==> config.mk <==
export PLATFORM = sky130hd
export DESIGN_NAME = flash_ctl_regs
export DESIGN_NICKNAME = d
export VERILOG_FILES = /design/src/rtl/flc_pkg.sv /design/src/rtl/flc_unlock_bit.sv /design/src/rtl/flc_suspend_ctl.sv /design/src/rtl/flc_read_mux.sv /design/src/rtl/flash_ctl_regs.sv
export SDC_FILE = /design/constraint.sdc
export NUM_CORES = 1
export LEC_CHECK = 0
export ABC_CLOCK_PERIOD_IN_PS = 2000
export BUFFER_PORTS_ARGS = -buffer_cell sky130_fd_sc_hd__buf_2
export CAP_MARGIN = 20
export CORE_AREA = 2 2 39 41
export CTS_CLUSTER_DIAMETER = 200
export DETAILED_ROUTE_END_ITERATION = 8
export DIE_AREA = 0 0 41 43
export GPL_ROUTABILITY_DRIVEN = 1
export GPL_TIMING_DRIVEN = 0
export PLACE_DENSITY = 0.69
export SETUP_SLACK_MARGIN = 0.02
export SLEW_MARGIN = 0
export SYNTH_ARGS = -nofsm -noshare
export SYNTH_HDL_FRONTEND = slang
export SYNTH_HIERARCHICAL = 1
export SYNTH_SLANG_ARGS = --single-unit
==> constraint.sdc <==
create_clock -name clk -period 2 [get_ports clk]
set_input_delay 0.2 -clock clk [delete_from_list [all_inputs] [get_ports clk]]
set_output_delay 0.2 -clock clk [all_outputs]
set_load 0.05 [all_outputs]
==> src/rtl/flc_pkg.sv <==
package flc_pkg;

    localparam int DATA_W = 8;

    // Bit positions inside the two registers (guard and suspend decode use them)
    localparam int MODE_BIT = 0;
    localparam int SEN_BIT  = 0;
    localparam int SREQ_BIT = 1;
    localparam int STAT_BIT = 6;

    localparam logic [DATA_W-1:0] SUSP_RST = 8'h40;

    localparam int NUM_GUARD = 2;
    localparam int G_MODE    = 0;
    localparam int G_SEN     = 1;

    typedef enum logic {
        MODE_SW  = 1'b0,
        MODE_IRQ = 1'b1
    } susp_mode_e;

    typedef struct packed {
        logic              hit_mode;
        logic              hit_susp;
        logic              any;
        logic [DATA_W-1:0] data;
    } bus_op_t;

    function automatic bus_op_t decode_op(
        input logic        wr,
        input logic [31:0] a,
        input logic [31:0] mode_a,
        input logic [31:0] susp_a,
        input logic [DATA_W-1:0] d
    );
        bus_op_t op;
        op.any      = wr;
        op.hit_mode = wr && (a == mode_a);
        op.hit_susp = wr && (a == susp_a);
        op.data     = d;
        return op;
    endfunction

endpackage

==> src/rtl/flc_unlock_bit.sv <==
module flc_unlock_bit (
    input  logic clk,
    input  logic rst,
    input  logic wr_this,
    input  logic wr_any,
    input  logic bit_in,
    input  logic brk,
    input  logic allow,
    input  logic force_clr,
    output logic q
);
    logic armed;
    logic armed_ok;

    assign armed_ok = armed && !brk;

    always_ff @(posedge clk) begin
        if (rst) begin
            q     <= 1'b0;
            armed <= 1'b0;
        end else if (force_clr) begin
            q     <= 1'b0;
            armed <= 1'b0;
        end else if (wr_this) begin
            if (!bit_in) begin
                q     <= 1'b0;
                armed <= !brk;
            end else begin
                if (armed_ok && allow) begin
                    q <= 1'b1;
                end
                armed <= 1'b0;
            end
        end else if (wr_any || brk) begin
            armed <= 1'b0;
        end
    end
endmodule

==> src/rtl/flc_suspend_ctl.sv <==
module flc_suspend_ctl
    import flc_pkg::*;
(
    input  logic       clk,
    input  logic       rst,
    input  susp_mode_e mode,
    input  logic       en,
    input  logic       busy,
    input  logic       irq,
    input  logic       wr,
    input  logic       bit_in,
    output logic       req
);
    logic window;
    logic nxt;

    assign window = en && busy;

    always_comb begin
        nxt = req;
        if (!window) begin
            nxt = 1'b0;
        end else begin
            unique case (mode)
                MODE_SW: begin
                    if (wr) nxt = bit_in;
                end
                MODE_IRQ: begin
                    if (irq)                nxt = 1'b1;
                    else if (wr && !bit_in) nxt = 1'b0;
                end
                default: nxt = 1'b0;
            endcase
        end
    end

    always_ff @(posedge clk) begin
        if (rst) req <= 1'b0;
        else     req <= nxt;
    end
endmodule

==> src/rtl/flc_read_mux.sv <==
module flc_read_mux
    import flc_pkg::*;
#(
    parameter int ADDR_W    = 4,
    parameter int MODE_ADDR = 0,
    parameter int SUSP_ADDR = 1
) (
    input  logic [ADDR_W-1:0] addr,
    input  logic              mode_q,
    input  logic              sen_q,
    input  logic              sreq_q,
    input  logic              stat_q,
    output logic [DATA_W-1:0] rdata
);
    logic [DATA_W-1:0] mode_word;
    logic [DATA_W-1:0] susp_word;

    always_comb begin
        mode_word           = '0;
        mode_word[MODE_BIT] = mode_q;
        susp_word           = '0;
        susp_word[SEN_BIT]  = sen_q;
        susp_word[SREQ_BIT] = sreq_q;
        susp_word[STAT_BIT] = stat_q;
        if (32'(addr) == MODE_ADDR)      rdata = mode_word;
        else if (32'(addr) == SUSP_ADDR) rdata = susp_word;
        else                             rdata = '0;
    end
endmodule

==> src/rtl/flash_ctl_regs.sv <==
module flash_ctl_regs
    import flc_pkg::*;
#(
    parameter int ADDR_W    = 4,
    parameter int MODE_ADDR = 0,
    parameter int SUSP_ADDR = 1
) (
    input  logic              clk,
    input  logic              rst,
    input  logic              wr_en,
    input  logic [ADDR_W-1:0] addr,
    input  logic [7:0]        wdata,
    output logic [7:0]        rdata,
    input  logic              rewrite_en,
    input  logic              erase_busy,
    input  logic              irq_taken,
    input  logic              status_ready,
    output logic              mode_sel,
    output logic              susp_en,
    output logic              susp_req
);
    bus_op_t op;
    logic    stat_q;

    logic [NUM_GUARD-1:0] g_wr;
    logic [NUM_GUARD-1:0] g_bit;
    logic [NUM_GUARD-1:0] g_allow;
    logic [NUM_GUARD-1:0] g_clr;
    logic [NUM_GUARD-1:0] g_q;

    assign op = decode_op(wr_en, 32'(addr), 32'(MODE_ADDR), 32'(SUSP_ADDR), wdata);

    always_comb begin
        g_wr[G_MODE]    = op.hit_mode;
        g_bit[G_MODE]   = op.data[MODE_BIT];
        g_allow[G_MODE] = rewrite_en;
        g_clr[G_MODE]   = !rewrite_en;
        g_wr[G_SEN]     = op.hit_susp;
        g_bit[G_SEN]    = op.data[SEN_BIT];
        g_allow[G_SEN]  = 1'b1;
        g_clr[G_SEN]    = 1'b0;
    end

    for (genvar i = 0; i < NUM_GUARD; i++) begin : g_guard
        flc_unlock_bit u_bit (
            .clk      (clk),
            .rst      (rst),
            .wr_this  (g_wr[i]),
            .wr_any   (op.any),
            .bit_in   (g_bit[i]),
            .brk      (irq_taken),
            .allow    (g_allow[i]),
            .force_clr(g_clr[i]),
            .q        (g_q[i])
        );
    end

    assign mode_sel = g_q[G_MODE];
    assign susp_en  = g_q[G_SEN];

    flc_suspend_ctl u_susp (
        .clk   (clk),
        .rst   (rst),
        .mode  (susp_mode_e'(mode_sel)),
        .en    (susp_en),
        .busy  (erase_busy),
        .irq   (irq_taken),
        .wr    (op.hit_susp),
        .bit_in(op.data[SREQ_BIT]),
        .req   (susp_req)
    );

    always_ff @(posedge clk) begin
        if (rst) stat_q <= SUSP_RST[STAT_BIT];
        else     stat_q <= status_ready;
    end

    flc_read_mux #(
        .ADDR_W   (ADDR_W),
        .MODE_ADDR(MODE_ADDR),
        .SUSP_ADDR(SUSP_ADDR)
    ) u_rd (
        .addr  (addr),
        .mode_q(mode_sel),
        .sen_q (susp_en),
        .sreq_q(susp_req),
        .stat_q(stat_q),
        .rdata (rdata)
    );
endmodule

==> results.sh <==
export IMPL_status="finished, final reports clean"
export IMPL_grt_max_degree=7
export IMPL_p_sw_mw=0.0850
export IMPL_max_vdd_ir_drop_uv=226
export IMPL_io_pins=30
export IMPL_hold_buffers=0
export IMPL_clk_root_buffer_cell="clkbuf_4"
export IMPL_drc=0
export IMPL_wire_per_inst_um=9.82
export IMPL_dp_slack_ns=0.476
export IMPL_skew_ns=0.00329
export IMPL_io_buffers=18
export IMPL_vias=378
export IMPL_setup_ws_ns=0.696
export IMPL_final_antenna_net_count=0
export IMPL_p_int_mw=0.212
export IMPL_grt_overflow=0
export IMPL_seq_power_share=0.408
export IMPL_pwr_share_comb=0.217
export IMPL_detail_route_wirelength_um=815
export IMPL_critPathRequiredTime_ns=1.80
export IMPL_cts_setup_buffers=0
export IMPL_p_per_area_mw_per_mm2=520
export IMPL_hold_viol_final=0
export IMPL_insertion_delay_ns=0.24
export IMPL_cp_arrival_ns=1.10
export IMPL_crit_fanout=5
export IMPL_cts_resized=0
export IMPL_synthArstFlopShare=0
export IMPL_grt_pass1_vias=317
export IMPL_numClockSinks=6
export IMPL_drv_cap=0
export IMPL_endpoint_kind="output pin"
export IMPL_synth_ff_latch_count=6
export IMPL_grt_pass1_wl_um=1350
export IMPL_final_nets=88
export IMPL_grt_use_total=0.115
export IMPL_num_antenna_cells=0
export IMPL_fin_tns_setup_ns=0
export IMPL_power_frac_clock=0.374
export IMPL_dieArea_sq_mm=0.00176
export IMPL_rsz0062_at_grt="no"
export IMPL_cp_start_kind="flip-flop"
export IMPL_drive_above_1_share=0.537
export IMPL_ys_seq_area_frac=0.287
export IMPL_syn_to_final_growth_pct=36.1
export IMPL_reg2reg_slack_ns=0.88
export IMPL_start_util=0.303
export IMPL_synthFlopType="dfxtp_1"
export IMPL_netlist_area_sq_um=419
export IMPL_dp_hpwl_um=708
export IMPL_drt_iter0_markers=10
export IMPL_path_clk_slew_ns=0.05
export IMPL_fp_dieH_um=43
export IMPL_syn_avg_cell_area_sq_um=10.2
export IMPL_reg2reg_depth=2
export IMPL_min_path_type="in -> reg"
export IMPL_setup_violations=0
export IMPL_die_x_um=41
export IMPL_clock_path_buffers=2
export IMPL_synth_edf_count=0
export IMPL_drv_slew=0
export IMPL_numCtsBuffers=3
export IMPL_switching_share=0.286
export IMPL_synth_warnings=6
export IMPL_drt_pass1_iterations=4
export IMPL_htreeDepth=1
export IMPL_cts_tree="yes"
export IMPL_antenna_found_initial=0
export IMPL_core_rowCount=14
export IMPL_synthCells=41
export IMPL_fmax_mhz=767
export IMPL_finalWeightedCongestion=0.752
export IMPL_critPathKind="reg -> out"
export IMPL_period_share=0.652
export IMPL_worst_hold_path_num_cells=2
export IMPL_viasPerCell=4.55
export IMPL_p_leak_nw=0.296
export IMPL_core_sq_mm=0.00138
export IMPL_synth_cell_types=23
export IMPL_fin_crit_ns=1.30
-- critical path: stages, from the launching register on --
cell     delay [ns]
dfxtp_1        0.40
mux2i_1        0.10
nor2b_1        0.10
buf_2          0.26
-- path summary, 6_finish.rpt --
kind,from,end
worst min-delay path,status_ready,stat_q
worst max-delay path,g_guard[0].u_bit/q,rdata[0]
worst min register to register,g_guard[1].u_bit/q,u_susp/req
worst max register to register,g_guard[1].u_bit/armed,g_guard[1].u_bit/armed
-- registers in the layout, summed over array words and instances (netlist names) --
| register | flops |
|---|---|
| g_guard.u_bit/q | 2 |
| stat_q | 1 |
| g_guard.u_bit/armed | 2 |
| u_susp/req | 1 |
-- cell usage after synthesis, types with 2 or more instances --
library cell	number	area share
dfxtp_1	6	0.29
buf_4	5	0.090
conb_1	3	0.027
a2111oi_2	2	0.072
and3_1	2	0.030
and4b_1	2	0.048
nor2_1	2	0.018
o211a_1	2	0.048
or2b_2	2	0.042
or3b_1	2	0.042
-- layer usage --
metal  vias to the layer above  global-route usage  share of wire
met5                         -                   0              0
met4                         0              0.0800              0
met3                         0              0.0419           0.12
met2                        17               0.150           0.45
met1                       171               0.148           0.43
li1                        190                   -              -
-- power by group through the flow --
stage	clock, mW	sequential (mW)	combinational, mW
detailed placement	0	0.123	0.0642
global placement	0	0.123	0.0637
CTS	0.119	0.121	0.0643
floorplan	0	0.123	0.0418
global route	0.125	0.121	0.0700
finish	0.111	0.121	0.0646
-- per-stage QoR --
| step | power [mW] | hold WS (ns) | instances | area [sq um] | util |
|---|---|---|---|---|---|
| floorplan | 0.165 | 0.269 | 46 | 438 | - |
| global placement | 0.187 | 0.390 | 80 | 548 | 0.396 |
| detailed placement | 0.188 | 0.390 | 80 | 548 | 0.396 |
| CTS | 0.304 | 0.132 | 83 | 571 | 0.412 |
| global route | 0.316 | 0.139 | 83 | 571 | 0.412 |
| finish | 0.297 | 0.143 | 83 | 571 | 0.412 |
-- cell type report --
type	count	area [sq um]
Fill cell	160	813
Multi-Input combinational cell	34	277
Sequential cell	6	120
Timing Repair Buffer	18	90.1
Buffer	5	37.5
Clock buffer	3	22.5
Tap cell	16	20.0
Inverter	1	3.75
-- placed cells by master, fill, tap and decap left out, types with 2 or more instances in the layout --
master	synthesis	final
buf_2	0	18
and3_1	2	2
nor2_1	2	2
conb_1	3	8
or2b_2	2	2
o211a_1	2	2
clkbuf_4	0	3
a2111oi_2	2	2
and4b_1	2	2
dfxtp_1	6	6
buf_4	5	5
or3b_1	2	2
-- cells by family (layout without fill, tap and decap cells) --
logic type             Yosys count  in the layout  share of synthesized area
AOI/OAI and AO/OA                5              5                      0.155
buffers and inverters            6             27                     0.0985
DFF                              6              6                      0.287
muxes                            1              1                     0.0239
other                            3              8                     0.0269
and+or+nand+nor                 20             20                      0.409
(Power assumes the default switching activity.)
